--- src/rtl/evcap_pkg.sv ---
package evcap_pkg;
    localparam int SW  = 8;
    localparam int TSW = 16;
    localparam int CW  = 8;

    typedef logic [SW-1:0] smp_t;

    typedef struct packed {
        logic           is_hdr;
        logic [TSW-1:0] stamp;
        logic [CW-1:0]  low;
    } word_t;

    typedef enum logic [1:0] {ST_ARMED, ST_TAIL, ST_FLUSH} cap_st_e;

    function automatic word_t hdr_word(input logic [TSW-1:0] s, input logic [CW-1:0] n);
        word_t w;
        w.is_hdr = 1'b1;
        w.stamp  = s;
        w.low    = n;
        return w;
    endfunction

    function automatic word_t dat_word(input smp_t v);
        word_t w;
        w        = '0;
        w.low    = CW'(v);
        return w;
    endfunction
endpackage

--- src/rtl/evcap_hist.sv ---
module evcap_hist
    import evcap_pkg::*;
#(
    parameter int DEPTH = 15
) (
    input  logic                clk,
    input  logic                rst,
    input  smp_t                first_i,
    input  smp_t                second_i,
    output logic [DEPTH*SW-1:0] taps_o
);
    smp_t r [DEPTH];

    for (genvar g = 0; g < DEPTH; g++) begin : g_tap
        if (g == 0) begin : g_new2
            always_ff @(posedge clk) r[g] <= rst ? '0 : second_i;
        end else if (g == 1) begin : g_new1
            always_ff @(posedge clk) r[g] <= rst ? '0 : first_i;
        end else begin : g_old
            always_ff @(posedge clk) r[g] <= rst ? '0 : r[g-2];
        end
        assign taps_o[g*SW +: SW] = r[g];
    end
endmodule

--- src/rtl/evcap_detect.sv ---
module evcap_detect
    import evcap_pkg::*;
(
    input  smp_t first_i,
    input  smp_t second_i,
    input  smp_t thr_i,
    input  logic armed_i,
    output logic fire_o,
    output logic second_o
);
    logic hit1, hit2;
    always_comb begin
        hit1     = first_i  >= thr_i;
        hit2     = second_i >= thr_i;
        fire_o   = armed_i && (hit1 || hit2);
        second_o = !hit1;
    end
endmodule

--- src/rtl/evcap_fifo.sv ---
module evcap_fifo #(
    parameter int DW    = 25,
    parameter int DEPTH = 64,
    localparam int AW   = $clog2(DEPTH),
    localparam int CNTW = AW + 1
) (
    input  logic            clk,
    input  logic            rst,
    input  logic            wr_i,
    input  logic [DW-1:0]   wdata_i,
    input  logic            rd_i,
    output logic [DW-1:0]   rdata_o,
    output logic            empty_o,
    output logic [CNTW-1:0] count_o
);
    logic [DW-1:0] mem [DEPTH];
    logic [AW-1:0] wp, rp;

    always_ff @(posedge clk) begin
        if (wr_i) mem[wp] <= wdata_i;
    end

    always_ff @(posedge clk) begin
        if (rst) begin
            wp <= '0;
            rp <= '0;
            count_o <= '0;
        end else begin
            if (wr_i) wp <= wp + 1'b1;
            if (rd_i) rp <= rp + 1'b1;
            count_o <= count_o + CNTW'(wr_i) - CNTW'(rd_i);
        end
    end

    assign rdata_o = mem[rp];
    assign empty_o = (count_o == '0);

    AST_FIFO_NO_OVERRUN: assert property (@(posedge clk) disable iff (rst) wr_i |-> (int'(count_o) < DEPTH));
    AST_FIFO_NO_UNDERRUN: assert property (@(posedge clk) disable iff (rst) rd_i |-> !empty_o);
    AST_FIFO_GROWS: assert property (@(posedge clk) disable iff (rst) (wr_i && !rd_i) |=> count_o == $past(count_o) + 1'b1);
endmodule

--- src/rtl/evcap_top.sv ---
module evcap_top
    import evcap_pkg::*;
#(
    parameter int POST_N     = 8,
    parameter int PRE_W      = 4,
    parameter int FIFO_DEPTH = 64,
    parameter int OVF_W      = 16
) (
    input  logic             clk,
    input  logic             rst,
    input  logic [7:0]       lane_rise,
    input  logic [7:0]       lane_fall,
    input  logic             thr_we,
    input  logic [7:0]       thr_wdata,
    input  logic             pre_we,
    input  logic [PRE_W-1:0] pre_wdata,
    input  logic             ts_clr,
    input  logic             rd_en,
    output logic             rd_valid,
    output logic [24:0]      rd_data,
    output logic [OVF_W-1:0] ovf_count
);
    localparam int PRE_MAX = (1 << PRE_W) - 1;
    localparam int HIST_D  = PRE_MAX;
    localparam int EV_MAX  = PRE_MAX + 1 + POST_N;
    localparam int WW      = $bits(word_t);
    localparam int FC_W    = $clog2(FIFO_DEPTH) + 1;
    localparam int IX_W    = $clog2(EV_MAX + 2) + 1;

    smp_t              thr_q;
    logic [PRE_W-1:0]  pre_q;
    logic [TSW-2:0]    cyc_q;
    cap_st_e           st;
    logic [IX_W-1:0]   fill, n_q, widx;
    smp_t              ev [EV_MAX];
    logic [TSW-1:0]    stamp_q;
    logic [OVF_W-1:0]  ovf_q;

    logic [HIST_D*SW-1:0] taps;
    smp_t              xw [HIST_D+2];
    logic              fire, on_second, room, fifo_wr, fifo_empty;
    logic [FC_W-1:0]   fcount;
    word_t             wr_word;
    logic [WW-1:0]     head;

    evcap_hist #(.DEPTH(HIST_D)) u_hist (
        .clk(clk), .rst(rst), .first_i(lane_rise), .second_i(lane_fall), .taps_o(taps)
    );

    evcap_detect u_det (
        .first_i(lane_rise), .second_i(lane_fall), .thr_i(thr_q),
        .armed_i(st == ST_ARMED), .fire_o(fire), .second_o(on_second)
    );

    always_comb begin
        xw[0] = lane_fall;
        xw[1] = lane_rise;
        for (int i = 0; i < HIST_D; i++) xw[i+2] = taps[i*SW +: SW];
    end

    always_comb begin
        room    = (FIFO_DEPTH - int'(fcount)) >= (int'(n_q) + 1);
        fifo_wr = 1'b0;
        wr_word = '0;
        if (st == ST_FLUSH) begin
            if (widx == '0) begin
                fifo_wr = room;
                wr_word = hdr_word(stamp_q, CW'(n_q));
            end else begin
                fifo_wr = 1'b1;
                wr_word = dat_word(ev[int'(widx) - 1]);
            end
        end
    end

    always_ff @(posedge clk) begin
        if (rst) begin
            thr_q   <= 8'hFF;
            pre_q   <= '0;
            cyc_q   <= '0;
            st      <= ST_ARMED;
            fill    <= '0;
            n_q     <= '0;
            widx    <= '0;
            stamp_q <= '0;
            ovf_q   <= '0;
            for (int j = 0; j < EV_MAX; j++) ev[j] <= '0;
        end else begin
            if (thr_we) thr_q <= thr_wdata;
            if (pre_we) pre_q <= pre_wdata;
            cyc_q <= ts_clr ? '0 : cyc_q + 1'b1;
            case (st)
                ST_ARMED: if (fire) begin
                    for (int j = 0; j <= PRE_MAX; j++) begin
                        if (j <= int'(pre_q))
                            ev[j] <= xw[(on_second ? 0 : 1) + int'(pre_q) - j];
                    end
                    if (!on_second) ev[int'(pre_q) + 1] <= lane_fall;
                    n_q     <= IX_W'(pre_q) + IX_W'(POST_N + 1);
                    fill    <= IX_W'(pre_q) + IX_W'(on_second ? 1 : 2);
                    stamp_q <= {cyc_q, on_second};
                    widx    <= '0;
                    st      <= ((on_second ? 0 : 1) >= POST_N) ? ST_FLUSH : ST_TAIL;
                end
                ST_TAIL: begin
                    if (fill < n_q) ev[int'(fill)] <= lane_rise;
                    if (fill + 1'b1 < n_q) ev[int'(fill) + 1] <= lane_fall;
                    fill <= fill + IX_W'(2);
                    if (fill + IX_W'(2) >= n_q) st <= ST_FLUSH;
                end
                ST_FLUSH: begin
                    if (widx == '0) begin
                        if (room) widx <= IX_W'(1);
                        else begin
                            ovf_q <= ovf_q + 1'b1;
                            st    <= ST_ARMED;
                        end
                    end else if (widx == n_q) st <= ST_ARMED;
                    else widx <= widx + 1'b1;
                end
                default: st <= ST_ARMED;
            endcase
        end
    end

    evcap_fifo #(.DW(WW), .DEPTH(FIFO_DEPTH)) u_fifo (
        .clk(clk), .rst(rst), .wr_i(fifo_wr), .wdata_i(wr_word),
        .rd_i(rd_en && !fifo_empty), .rdata_o(head), .empty_o(fifo_empty), .count_o(fcount)
    );

    assign rd_valid  = !fifo_empty;
    assign rd_data   = head;
    assign ovf_count = ovf_q;

    AST_THR_HOLD: assert property (@(posedge clk) disable iff (rst) !thr_we |=> $stable(thr_q));
    AST_NO_RETRIGGER: assert property (@(posedge clk) disable iff (rst) (st != ST_ARMED) |=> $stable(stamp_q));
    AST_OVF_STEP: assert property (@(posedge clk) disable iff (rst) (ovf_q != $past(ovf_q)) |-> (ovf_q == $past(ovf_q) + 1'b1));
    AST_TS_CLEAR: assert property (@(posedge clk) disable iff (rst) $past(ts_clr) |-> (cyc_q == '0));
    AST_NO_WRITE_ARMED: assert property (@(posedge clk) disable iff (rst) (st == ST_ARMED) |-> !fifo_wr);
endmodule

--- config.mk ---
export PLATFORM = sky130hd
export DESIGN_NAME = evcap_top
export DESIGN_NICKNAME = d
export VERILOG_FILES = /design/src/rtl/evcap_pkg.sv /design/src/rtl/evcap_hist.sv /design/src/rtl/evcap_detect.sv /design/src/rtl/evcap_fifo.sv /design/src/rtl/evcap_top.sv
export SDC_FILE = /design/constraint.sdc
export NUM_CORES = 2
export LEC_CHECK = 0
export BUFFER_PORTS_ARGS = -buffer_cell sky130_fd_sc_hd__buf_2
export CAP_MARGIN = 20
export CORE_MARGIN = 4
export CORE_UTILIZATION = 35
export DETAILED_ROUTE_END_ITERATION = 8
export PLACE_DENSITY = 0.54
export SLEW_MARGIN = 25
export SYNTH_ARGS = -nofsm -noshare
export SYNTH_HDL_FRONTEND = slang
export SYNTH_SLANG_ARGS = --single-unit
--- constraint.sdc ---
create_clock -name clk -period 5.82 [get_ports clk]
set_input_delay 0.873 -clock clk [delete_from_list [all_inputs] [get_ports clk]]
set_output_delay 0.873 -clock clk [all_outputs]
set_load 0.02 [all_outputs]
## Yosys cells after proc, flatten, opt, wreduce, memory -nomap -nowiden

Memories as Yosys holds them, arrays and structs flattened. A register that Yosys moved wholly into a read port is not among the register bits.
Index checks and enable logic that the tools add are counted.

- Flip-flop bits (word level): 98
- Bits in writable memories: 1912
- Input bits: 34
- Output and inout port bits: 42
- Word-level logic and storage cells: 352
- Memories kept: 3

Memories:

| memory | depth | bits a word | read ports | clocked after Yosys merged registers in | wr ports | line | RTL |
|---|---|---|---|---|---|---|---|
| u_fifo.mem | 64 | 25 | 1 | 1 | 1 | evcap_fifo.sv:16 | `logic [DW-1:0] mem [DEPTH];` |
| ev | 24 | 8 | 1 | 0 | 24 | evcap_top.sv:35 | `smp_t ev [EV_MAX];` |
| u_hist.r | 15 | 8 | 15 | 0 | 15 | evcap_hist.sv:12 | `smp_t r [DEPTH];` |

- Add/subtract/negate cells: 32
- Order comparisons: 38
- Eq/ne operators: 9
- Muxes and demuxes: 206
- Bitwise gates (word level): 33
- Reduce and logical (&&, ||, !) cells: 19

Operators with widths:

| cell | count |
|---|---|
| $bmux W8 S5 | 16 |
| $mux W8 | 66 |
| $ge A32 B6 Y1 const B | 16 |
| $not A32 Y32 | 16 |
| $sub A32 B5 Y32 const B | 8 |
| $sub A32 B4 Y32 const B | 4 |
| $mux W1 | 102 |
| $sub A32 B3 Y32 const B | 2 |
| $mux W25 | 2 |
| $mux W6 | 7 |
| $add A32 B5 Y32 | 1 |
| $le A4 B4 Y1 const A | 8 |
| $sub A32 B2 Y32 const B | 1 |
| $add A6 B1 Y6 const B | 4 |
| $ge A8 B8 Y1 | 3 |
| $pmux W6 S2 | 2 |
| $reduce_or A8 Y1 | 3 |
| $add A16 B1 Y16 const B | 1 |
| $le A3 B4 Y1 const A | 4 |
| $or A1 B1 Y1 | 16 |
| $add A15 B1 Y15 const B | 1 |
| $mux W5 | 3 |
| $mux W2 | 7 |
| $lt A6 B6 Y1 | 2 |
| other kinds (33) | 42 |

## Depth between registers and ports, before layout

- Depth after elaboration: 10
- Mapped depth: 20
- Mapped depth without buffers: 20

## Cells and area by module

Synthesis repeated with hierarchy kept, for this count alone.

- Cells, all modules: 6044
- Area, all modules: 93410.8 um^2

By module, submodules not included:

| module | times used | cells an instance | area each (um^2) | seq. area each (um^2) |
|---|---|---|---|---|
| evcap_fifo | 1 | 2951 | 62761.4 | 48546.6 |
| evcap_top | 1 | 2793 | 27063.5 | 9248.9 |
| evcap_hist | 1 | 253 | 3220.6 | 2402.3 |
| evcap_detect | 1 | 47 | 365.4 | 0.0 |

## Worst setup path after synthesis

Ideal clock, no wire load.

- Kind: reg-to-reg
- From: register widx[0]
- To: memory u_fifo.mem[0][1], data pin
- Setup time: 0.548 ns
- Arrival time: 4.479 ns
- Required time: 5.272 ns
- Setup slack: 0.793 ns
- Cell stages (with the launch flop): 11
- Buffers on the path: 4
- Period minus slack after synthesis: 5.027 ns
- Path through: dfxtp_1 > buf_2 > buf_2 > buf_2 > inv_1 > ha_1 > xnor2_1 > buf_2 > mux4_2 > mux2i_1 > a21oi_1

- Cells in the longest elaborated chain, start to end: 4
- Elaborated cells on any way between the ends: 5
- Classes of those cells: add/sub: 1; mux: 2; reduce/logical: 1; memory: 1

Ends and longest elaborated chain:

| item | line | RTL |
|---|---|---|
| start, declared | evcap_top.sv:34 | `logic [IX_W-1:0] fill, n_q, widx;` |
| start signal, assigned | evcap_top.sv:119 | `else widx <= widx + 1'b1;` |
| $sub A5 B1 Y5 | evcap_top.sv:71 | `wr_word = dat_word(ev[int'(widx) - 1]);` |
| $mem_v2 Z24 W8 | - |  |
| $mux W25 * | evcap_top.sv:66 | `if (widx == '0) begin` |
| $mux W25 * | evcap_top.sv:65 | `if (st == ST_FLUSH) begin` |
| named net u_fifo.wdata_i[1] | evcap_fifo.sv:10 | `input logic [DW-1:0] wdata_i,` |
| end, declared | evcap_fifo.sv:16 |  |

Mark *: on every way through the listed nets, which the timed path passes. The rest lies on a longest branch.

==> out/summary.txt <==
Yosys top cell area share = 60.7%
# setup viols final = 0
Syn Area/Cell = 16.9 sq um
via density per instance = 5.70
P_sw = 10.2 mW
Static Leak = 31.3 nW
Flop pwr share = 44.3%
area leader, netlist = edfxtp_1
post-synthesis cell area = 91,800 sq um
Hold Violations, Final = 0
Post-synth ARST share = 0%
clk slew on worst S/H paths = 0.07 ns
post-synthesis instance total = 5,435
synthesis-to-layout area growth = 15.5%
Slew @ Worst Pin = 1.14 ns
Via Count = 53.4k
clk_lat worst skew = 0.93 ns
MaxCap Viol Count = 0
number of flops mapped to enable cells by yosys = 1,856
Root Driver = clkbuf_16
aggregate global-route resource usage = 21.1%
Final Max Tran Viols = 0
die footprint = 271,000 sq um
layout cells sized above 1 = 28.2%
Pint = 27.2 mW
multi-input logic area = 30,600 sq um
Top FF cell, synth = edfxtp_1
Starting Density = 35.3%
GP Congestion = 0.973
most common cell after layout, fill and taps aside = edfxtp_1
Worst Setup End Kind = flip-flop
peak supply drop = 0.000413 V
most frequent cells in the layout = edfxtp_1, mux4_2, nand2_1
Wirelength per Cell = 31.0 um
Setup TNS = 0 ns
Critical Path Fanout Max = 14
Clock Tree Buf Depth = 3
Synth Warn # = 0
r2r endpoint = ev[14][2]
run status = completed
top post-synthesis cells by area = edfxtp_1, mux4_2, dfxtp_1, mux2i_1, nand2_1
RSZ-0062 raised after global routing = no
antenna violations before repair = 10
Post-CTS Hold Buffers = 0
Synth Net Count = 5,541
Sw Ratio = 27.2%
Port Buffers = 75
register area share after synthesis = 65.6%
area of the core = 260,000 sq um
crit start category = flip-flop
Final Total Pwr = 37.4 mW
WL final = 290,000 um
part of the power in combinational logic = 17.4%
Seq cells post-synth = 2,079
grt total ovfl = 0
fin nets = 5,777
RR Startpoint = thr_q[5]
Worst Setup SP = thr_q[5]
CTS tree = yes
Top Ports = 76
clk_skew = 0.166 ns
Post-DP HPWL = 189,000 um
kind of critical path = flip-flop to flip-flop
min cycle time layout = 5.19 ns
post-CTS sizing = 0
largest net degree at the start of global routing = 88
Cell variety after synth = 98
Die W = 520 um
WP data arrival = 5.79 ns
CP Capture Point = ev[14][2]
Rows = 187
Initial DRT Pass Iterations = 6
# DRC = 0
H-tree depth = 4
Clock Sinks = 2,079
max frequency = 0.193 GHz
Die H = 520 um
register area = 60,200 sq um
Setup Buffers After CTS = 0
HP Class = input port to flip-flop
number of DRC markers in iteration 0 = 6,089
Fillers = 23.3k
FF-to-FF path depth = 14
vias in the first global route = 53.4k
antenna-violating nets left = 0
Slew HR = 23.9%
Final period util = 89.1%
clock share of power = 38.3%
P per Cell Area = 353 nW/um^2
global-route wire length before repair = 413,000 um
Num CTS Buffers = 220
Worst R2R Setup Slack = 0.63 ns
CP Data Required Time = 6.42 ns
[layout make-up]
| cell class | instances | share of cell area [%] |
|---|---|---|
| Clock buffer | 281 | 5.53 |
| Tap cell | 3496 | 4.12 |
| Multi-Input combinational cell | 2914 | 28.8 |
| Sequential cell | 2079 | 56.8 |
| Antenna cell | 4 | 0.00944 |
| Clock inverter | 132 | 1.50 |
| Inverter | 43 | 0.155 |
| Timing Repair Buffer | 413 | 3.10 |
[layer usage]
metal,track usage (%),wire [um],vias to the layer above
met1,28.7,120000,28200
met3,3.46,19600,529
met2,34.8,140000,2230
met4,7.02,10800,4
li1,-,-,22400
met5,0,14,-
[power by group through the flow]
| stage | combinational (mW) | clock (mW) | sequential [mW] |
|---|---|---|---|
| 6_report | 6.51 | 14.4 | 16.6 |
| 5_1_grt | 6.90 | 15.3 | 16.6 |
| 4_1_cts | 6.57 | 14.7 | 16.6 |
| 3_5_place_dp | 6.55 | 0 | 16.9 |
| 3_3_place_gp | 6.54 | 0 | 16.9 |
| 2_1_floorplan | 4.39 | 0 | 16.7 |
[flip-flops by register name, indices dropped and copies added, names as in the netlist, 7 cells and up, named ones only]
name            flops
u_fifo.mem       1600
stamp_q            16
ovf_count          16
thr_q               8
ev                256
u_fifo.count_o      7
u_hist.r          120
cyc_q              15
[synth_stat cells, types with 26 or more instances]
library cell  count
a211oi_1         26
a21oi_1         154
a221o_1          78
a22oi_1          41
and3_1           51
buf_1            45
buf_2           100
clkbuf_1        243
dfxtp_1         223
edfxtp_1       1856
ha_1             70
inv_1            41
mux2_2           55
mux2i_1         198
mux4_2          683
nand2_1         374
nand3_1          56
nor2_1          318
nor2b_1         131
nor3_1           62
o211ai_1         70
o21ai_0         148
xnor2_1          53
xor2_1           26
[how the worst min path moves through the flow]
| stage | start | endpoint | cells past startpoint | slack, ns |
|---|---|---|---|---|
| after floorplan | stamp_q[0] | stamp_q[0] | 2 | 0.42 |
| after global placement | stamp_q[4] | stamp_q[4] | 1 | 0.45 |
| after detailed placement | stamp_q[11] | stamp_q[11] | 1 | 0.45 |
| after CTS | thr_wdata[1] | thr_q[1] | 3 | 0.20 |
| after global routing | thr_wdata[1] | thr_q[1] | 3 | 0.22 |
| final | thr_wdata[1] | thr_q[1] | 3 | 0.26 |
[logic make-up (layout without fill, tap and decap cells)]
logic type	after synthesis	after routing	share of synthesized area, %
AND/OR/NAND/NOR	1135	1135	5.79
buffers and inverters	442	869	1.99
XOR/XNOR	86	86	0.897
adder cells (fa/ha/maj)	72	72	0.997
AO/OA/AOI/OAI	685	685	5.19
other	0	4	0
multiplexers	936	936	19.6
flip-flops	2079	2079	65.6
[per-stage QoR]
step | instance area, sq um | hold WS (ns) | utilization (%) | instances | setup WS, ns
after global placement | 98600 | 0.447 | 37.9 | 8943 | 0.125
after detailed placement | 98600 | 0.450 | 37.9 | 8945 | 0.129
after CTS | 106000 | 0.200 | 40.7 | 9358 | 0.673
final | 106000 | 0.265 | 40.7 | 9362 | 0.634
after floorplan | 91800 | 0.417 | - | 5435 | 0.793
after global routing | 106000 | 0.225 | 40.7 | 9360 | 0.505
[critical path, stage by stage (launching register included)]
cell      delay, ns
dfxtp_1        0.31
inv_1          0.12
ha_1           0.42
a41oi_1        0.19
o31ai_4        0.86
ha_4           0.31
ha_4           0.29
xor2_4         0.26
buf_4          0.21
and2_1         0.48
a21oi_1        0.14
nor3b_1        0.23
o211ai_2       0.43
a211o_1        0.51
o211ai_1       0.13
(Power assumes the default switching activity.)
